## src/rtl/timer_host_if.sv

```systemverilog
module timer_host_if #(
  parameter int DW = 8
) (
  input  logic              clk,
  input  logic              rst_n,
  input  logic              cs_n,
  input  logic              rd_n,
  input  logic              wr_n,
  input  logic [1:0]        addr,
  input  logic [DW-1:0]     din,
  output logic [DW-1:0]     dout,
  output logic              dout_en,
  input  logic [6*DW-1:0]   cnt_i,
  input  logic [2:0]        out_i,
  input  logic [2:0]        null_i,
  output logic [2:0]        cfg_we,
  output logic [2:0]        cfg_mode,
  output logic              cfg_bcd,
  output logic [2:0]        load_we,
  output logic [2*DW-1:0]   load_val
);
  localparam int CW = 2 * DW;
  localparam int NCH = 3;

  logic [1:0]    acc   [NCH];
  logic [2:0]    mode  [NCH];
  logic          bcd   [NCH];
  logic          wr_tg [NCH];
  logic          rd_tg [NCH];
  logic [DW-1:0] lo_hold [NCH];
  logic          cl_v  [NCH];
  logic [CW-1:0] cl_r  [NCH];
  logic          st_v  [NCH];
  logic [DW-1:0] st_r  [NCH];

  logic wr_act_q, rd_act_q;
  logic [1:0] rd_ch_q;

  wire wr_act  = !cs_n && !wr_n;
  wire rd_act  = !cs_n && !rd_n && (addr != 2'b11);
  wire wr_fall = wr_act && !wr_act_q;
  wire rd_done = rd_act_q && !(rd_act && addr == rd_ch_q);

  wire [1:0] ch = (addr == 2'b11) ? 2'd0 : addr;
  wire [1:0] cw_ch = din[7:6];

  logic [CW-1:0] src;
  logic          hi_sel;
  always_comb begin
    src    = cl_v[ch] ? cl_r[ch] : cnt_i[ch*CW +: CW];
    hi_sel = (acc[ch] == 2'b10) || (acc[ch] == 2'b11 && rd_tg[ch]);
  end

  assign dout_en = rd_act;
  assign dout = !rd_act ? '0 : st_v[ch] ? st_r[ch] : (hi_sel ? src[CW-1:DW] : src[DW-1:0]);

  always_ff @(posedge clk or negedge rst_n) begin
    if (!rst_n) begin
      wr_act_q <= 1'b0;
      rd_act_q <= 1'b0;
      rd_ch_q  <= '0;
      cfg_we   <= '0;
      cfg_mode <= '0;
      cfg_bcd  <= 1'b0;
      load_we  <= '0;
      load_val <= '0;
      for (int i = 0; i < NCH; i++) begin
        acc[i] <= '0; mode[i] <= '0; bcd[i] <= 1'b0;
        wr_tg[i] <= 1'b0; rd_tg[i] <= 1'b0; lo_hold[i] <= '0;
        cl_v[i] <= 1'b0; cl_r[i] <= '0; st_v[i] <= 1'b0; st_r[i] <= '0;
      end
    end else begin
      wr_act_q <= wr_act;
      rd_act_q <= rd_act;
      rd_ch_q  <= ch;
      cfg_we   <= '0;
      load_we  <= '0;

      if (rd_done) begin
        if (st_v[rd_ch_q]) st_v[rd_ch_q] <= 1'b0;
        else if (acc[rd_ch_q] == 2'b11 && !rd_tg[rd_ch_q]) rd_tg[rd_ch_q] <= 1'b1;
        else begin
          rd_tg[rd_ch_q] <= 1'b0;
          cl_v[rd_ch_q]  <= 1'b0;
        end
      end

      if (wr_fall) begin
        if (addr == 2'b11) begin
          if (cw_ch == 2'b11) begin
            for (int i = 0; i < NCH; i++) begin
              if (din[i+1]) begin
                if (!din[4] && !st_v[i]) begin
                  st_v[i] <= 1'b1;
                  st_r[i] <= {out_i[i], null_i[i], acc[i], mode[i], bcd[i]};
                end
                if (!din[5] && !cl_v[i]) begin
                  cl_v[i] <= 1'b1;
                  cl_r[i] <= cnt_i[i*CW +: CW];
                end
              end
            end
          end else if (din[5:4] == 2'b00) begin
            if (!cl_v[cw_ch]) begin
              cl_v[cw_ch] <= 1'b1;
              cl_r[cw_ch] <= cnt_i[cw_ch*CW +: CW];
            end
          end else begin
            acc[cw_ch]   <= din[5:4];
            mode[cw_ch]  <= din[3:1];
            bcd[cw_ch]   <= din[0];
            wr_tg[cw_ch] <= 1'b0;
            rd_tg[cw_ch] <= 1'b0;
            cl_v[cw_ch]  <= 1'b0;
            st_v[cw_ch]  <= 1'b0;
            cfg_we[cw_ch] <= 1'b1;
            cfg_mode <= din[3:1];
            cfg_bcd  <= din[0];
          end
        end else begin
          case (acc[ch])
            2'b01: begin load_we[ch] <= 1'b1; load_val <= {{DW{1'b0}}, din}; end
            2'b10: begin load_we[ch] <= 1'b1; load_val <= {din, {DW{1'b0}}}; end
            2'b11: begin
              if (!wr_tg[ch]) begin
                lo_hold[ch] <= din;
                wr_tg[ch]   <= 1'b1;
              end else begin
                wr_tg[ch]   <= 1'b0;
                load_we[ch] <= 1'b1;
                load_val    <= {din, lo_hold[ch]};
              end
            end
            default: ;
          endcase
        end
      end
    end
  end
endmodule

```

## config.mk

```make
export PLATFORM = sky130hd
export DESIGN_NAME = timer_host_if
export DESIGN_NICKNAME = d
export VERILOG_FILES = /design/src/rtl/timer_host_if.sv
export SDC_FILE = /design/constraint.sdc
export NUM_CORES = 1
export LEC_CHECK = 0
export ABC_AREA = 1
export CORE_MARGIN = 2
export CORE_UTILIZATION = 45
export CTS_BUF_LIST = sky130_fd_sc_hd__clkbuf_2
export CTS_CLUSTER_SIZE = 14
export DETAILED_ROUTE_END_ITERATION = 10
export DONT_BUFFER_PORTS = 1
export PLACE_DENSITY_LB_ADDON = 0.3
export SLEW_MARGIN = 40
export SYNTH_ARGS = -nofsm -noshare
export SYNTH_HDL_FRONTEND = slang
export SYNTH_SLANG_ARGS = --single-unit
```

## constraint.sdc

```tcl
create_clock -name clk -period 3.84 [get_ports clk]
set_clock_uncertainty 0.15 [all_clocks]
set_input_delay 0.384 -clock clk [delete_from_list [all_inputs] [get_ports clk]]
set_output_delay 0.384 -clock clk [all_outputs]
set_load 0.005 [all_outputs]
```

* Word level (Yosys, flattened, before mapping) *
Index checks and enable logic that the tools add are counted.

word-level totals
  register bits after elaboration = 156
  bits of input ports = 69

cells by class
  $lt $le $gt $ge = 10
  eq/ne operators = 18
  shifts and indexed selects = 2
  multiplexer cells = 121
  bitwise operators = 21
  reductions and logical operators = 49

operators with widths
  cell                count
  $mux 16             11
  $mux 48             3
  $mux 3              34
  $shiftx 48x7->16    2
  $mux 8              8
  $bwmux 48           1
  $pmux 16 s3         1
  $bmux 16 s2         1
  $bmux 8 s2          2
  $demux 16 s2        1
  $mux 1              31
  $and 3x3->3         8
  $bwmux 24           1
  $logic_and 1x1->1   19
  $reduce_and 6->1    3
  $demux 8 s2         1
  $reduce_and 4->1    4
  $reduce_and 5->1    3
  $bmux 1 s2          7
  $logic_not 1->1     14
  $ne 2x2->1 const B  7
  $mux 2              6
  $demux 1 s2         5
  $eq 2x2->1 const B  5
  other kinds (23)    43

* Depth between registers and ports, before layout *
  word-level depth = 16
  mapped depth = 19
  gate-level depth less buffers = 17

* Least setup slack after synthesis *
No wires, ideal clock.

  kind = in2out
  from = input port addr[1]
  to = output port dout[0]
  arrival = 2.735 ns
  stages on the path = 18
  setup slack = 0.571 ns
  buffers on the path = 4
  data required time = 3.306 ns
  cell sequence = inv_1 ha_1 buf_4 buf_6 clkbuf_1 a21oi_1 o21ai_0 o21a_1 inv_1 ha_1 buf_2 nor2_2 inv_2 nand2_2 inv_1 nand2_1 nand2_1 a21oi_1

on the way
  cells in the longest elaborated chain, start to end = 12
  elaborated cells between the ends (all ways) = 32

RTL lines
  what                                                      RTL line  RTL
  start, declared                                           9         input logic [1:0] addr,
  $eq 2x2->1 *                                              44        wire [1:0] ch = (addr == 2'b11) ? 2'd0 : addr;
  $mux 2 *                                                  44
  via ch[0]                                                 44
  branches (longest 8 deep; another with $shiftx 48x7->16)  --
  $mux 8 * (2 in a row)                                     55        assign dout = !rd_act ? '0 : st_v[ch] ? st_r[ch] : (hi_sel ? src[CW-1:DW] : src[DW-1:0]);
  end, declared                                             11        output logic [DW-1:0] dout,

Mark *: on every way through the listed nets, which the timed path passes. The select of a mux whose other input is x is not followed.

* Worst setup path in the final report *
  from = input port addr[1]
  to = output port dout[1]

The elaborated chain is that of the path after synthesis.

==> results_dict.tcl <==
set metrics [dict create \
    status "complete, no violations" \
    synth-edff-count 0 \
    fin_nets 1548 \
    grt.overflow.total 0 \
    cts_tree "done" \
    synth_fp_nets 1475 \
    worstMarginPinSlew_ps 646 \
    postSynth.asyncResetShare_pct 100 \
    finalPower_mw 4.39 \
    synth_seq_cells 156 \
    cts_setup_buffers 0 \
    grt_max_degree 157 \
    grt_pass1_vias 8687 \
    vias_per_cell 5.24 \
    dp.cells 1617 \
    hold-path-endpoint "cl_r[1]" \
    relSlewSlack_pct 56.9 \
    route.vias.total 9213 \
    antenna_found_initial 2 \
    cp_slowest_cell "dlygate4sd3_1" \
    area_delta_synth_final_pct 16.4 \
    yosysWarnings 0 \
    crit_path_start_kind "input pin" \
    power_density_nw_per_um2 396 \
    syn_avg_cell_area_um2 6.82 \
    cap_violations 0 \
    drc_errors 0 \
    wl_per_cell_um 17.1 \
    syn_inst 1396 \
    synth.distinct_cells 40 \
    fmax_ghz 0.283 \
    cp.buffers_inverters 5 \
    reg2reg_to "lo_hold[11]" \
    synth_area_um2 9510 \
    io_buffers 0 \
    rsz0062_at_grt "false" \
    r2r_slack_ps 1250 \
    die-area_um2 22300 \
    path_cells "dlygate4sd3_1, inv_1, ha_2, a21oi_1, o21ai_0, o21a_1, inv_1, ha_1, nor2_2, inv_2, nand2_2, inv_1, nand2_1, nand2_1, a21oi_1" \
    rr_worst_depth 14 \
    dr.pass1.iters 5 \
    clkTransAtPathRegs_ps 270 \
    synth_area_leaders "dfrtp_1 41%, nand2_1 21%, o21ai_0 7.5%" \
    ir_drop_uv 299 \
    dr.first_iter.drc_count 727 \
    synth_top_area_share_pct 41.0 \
    slew_violations 0 \
    p_leak_nw 5.73 \
    final_cells 1758 \
    ios 104 \
    numCtsBuffers 17 \
    hold_class "input pin to flip-flop" \
    hold_viol_final 0 \
    dpl.hpwl_um 19000 \
    die_x_um 149 \
    crit_top_cell "inv_1" \
    crit_fanout 9 \
    hold_path_depth 6 \
    grt_use_total_pct 27.4 \
    cp_top_family "buffers and inverters" \
    required_ps 3310 \
    endpoint_kind "output port" \
    htreeDepth 4 \
    synth_top_flop_cell "dfrtp_1" \
    arrival_ps 3000 \
    layout-drive-gt1-share_pct 6.28 \
    synth_commonest_cells "532 x nand2_1, 183 x inv_1, 156 x dfrtp_1" \
    min_from "cnt_i[33]" \
    seq_area_frac_synth_pct 41.0 \
    yosysMostFrequentCell "nand2_1" \
    period_share_pct 92.0 \
    ant_nets 0 \
    grt_pass1_wl_um 47300 \
    setup_viol 0 \
    slowest_delay_ps 590 \
    postLayoutCoreUtil_pct 53.0 \
    place_congestion 0.902 \
    min_period_ps 3530 \
    core-area_um2 20900 \
    yosys.area.top_type "dfrtp_1" \
    wirelength_um 30100 \
    clkLatencyLatePin_ps 760 \
    dieHeight_um 149 \
    finalSetupTns_ps 0 \
    cts_root_buffer "clkbuf_2" \
    clockBufferDepth 2 \
    rows 53 \
    initial_utilization_pct 45.5 \
    r2r-start "acc[2]" \
    cts_sinks 156 \
    crit_type "input pin to output port" \
]
## repair_timing
| action | in CTS | in global routing |
|---|---|---|
| setup endpoints to repair | 0 | 3 |
| gates resized for setup | 0 | 2 |
| hold buffers | 105 | 2 |
| endpoints found under the hold margin | 304 | 42 |
## routing by layer
metal,global-route usage (%),routed length (um)
met2,42.9,13700
met5,0,28
met4,10.1,948
met1,37.4,13000
met3,6.09,2380
## flip-flops by register name (all words and copies together), names as in the netlist, named ones only
name      cells
acc           6
bcd           3
cfg_bcd       1
cfg_mode      3
cfg_we        3
cl_r         48
cl_v          3
lo_hold      24
load_val     16
load_we       3
mode          9
rd_act_q      1
rd_ch_q       2
rd_tg         3
st_r         24
st_v          3
wr_act_q      1
## layout make-up
| cell class | count | area (um2) |
|---|---|---|
| fillers | 2050 | 9820 |
| inverters | 195 | 734 |
| repair buffers | 126 | 1250 |
| diodes | 1 | 2.50 |
| flip-flops and latches | 156 | 3900 |
| multi-input cells | 973 | 4530 |
| clock buffers | 17 | 85.1 |
| well taps | 275 | 344 |
| clock inverters | 15 | 229 |
## worst min-delay path: cells and delay by family
kind | cells | cell delay [ps]
compound gates | 2 | 350
buf+inv | 2 | 70
simple gates | 2 | 160
## through the flow
stage	hold slack, ps	cell area, um2	worst slack (ps)
after CTS	4.33	11000	189
after global placement	-54.6	9630	941
after floorplan	-61.6	9510	571
after global routing	14.6	11100	45.8
final	33.2	11100	307
after detailed placement	-51.2	9640	829
## where the power goes
group	switching [mW]	internal (mW)
Combinational	0.711	0.412
Clock	0.737	0.409
Sequential	0.176	1.94
## cells by family (layout without fill, tap and decap cells)
| family | count (synthesis) | after routing | share of synthesized area, % |
|---|---|---|---|
| and+or+nand+nor | 699 | 699 | 30.6 |
| buffers and inverters | 267 | 353 | 11.5 |
| AOI/OAI and AO/OA | 263 | 263 | 15.4 |
| DFF | 156 | 156 | 41.0 |
| adders and majority gates | 10 | 10 | 1.32 |
| xor gates and xnor gates | 1 | 1 | 0.0921 |
| other | 0 | 1 | 0 |
## worst max path at each step
stage             from  endpoint  slack (ps)  depth (start not counted)
3_5_place_dp   addr[1]   dout[7]         830                         11
6_report       addr[1]   dout[1]         310                         15
4_1_cts        addr[1]   dout[7]         190                         12
2_1_floorplan  addr[1]   dout[0]         570                         18
5_1_grt        addr[1]   dout[4]          50                         15
3_3_place_gp   addr[1]   dout[5]         940                         11
## placed cells by master (no fill, tap or decap), types with 5 or more instances in the layout
master / instances
a22oi_1: 24
o21ai_1: 45
nor3_1: 5
a21boi_0: 16
clkbuf_2: 17
o21ai_0: 142
nand2_1: 532
inv_8: 5
nor2_1: 54
inv_1: 183
nand3_1: 82
a21oi_1: 24
dlygate4sd3_1: 105
inv_2: 11
ha_1: 8
buf_4: 18
dfrtp_1: 156
Power figures use the tool's default switching activity.
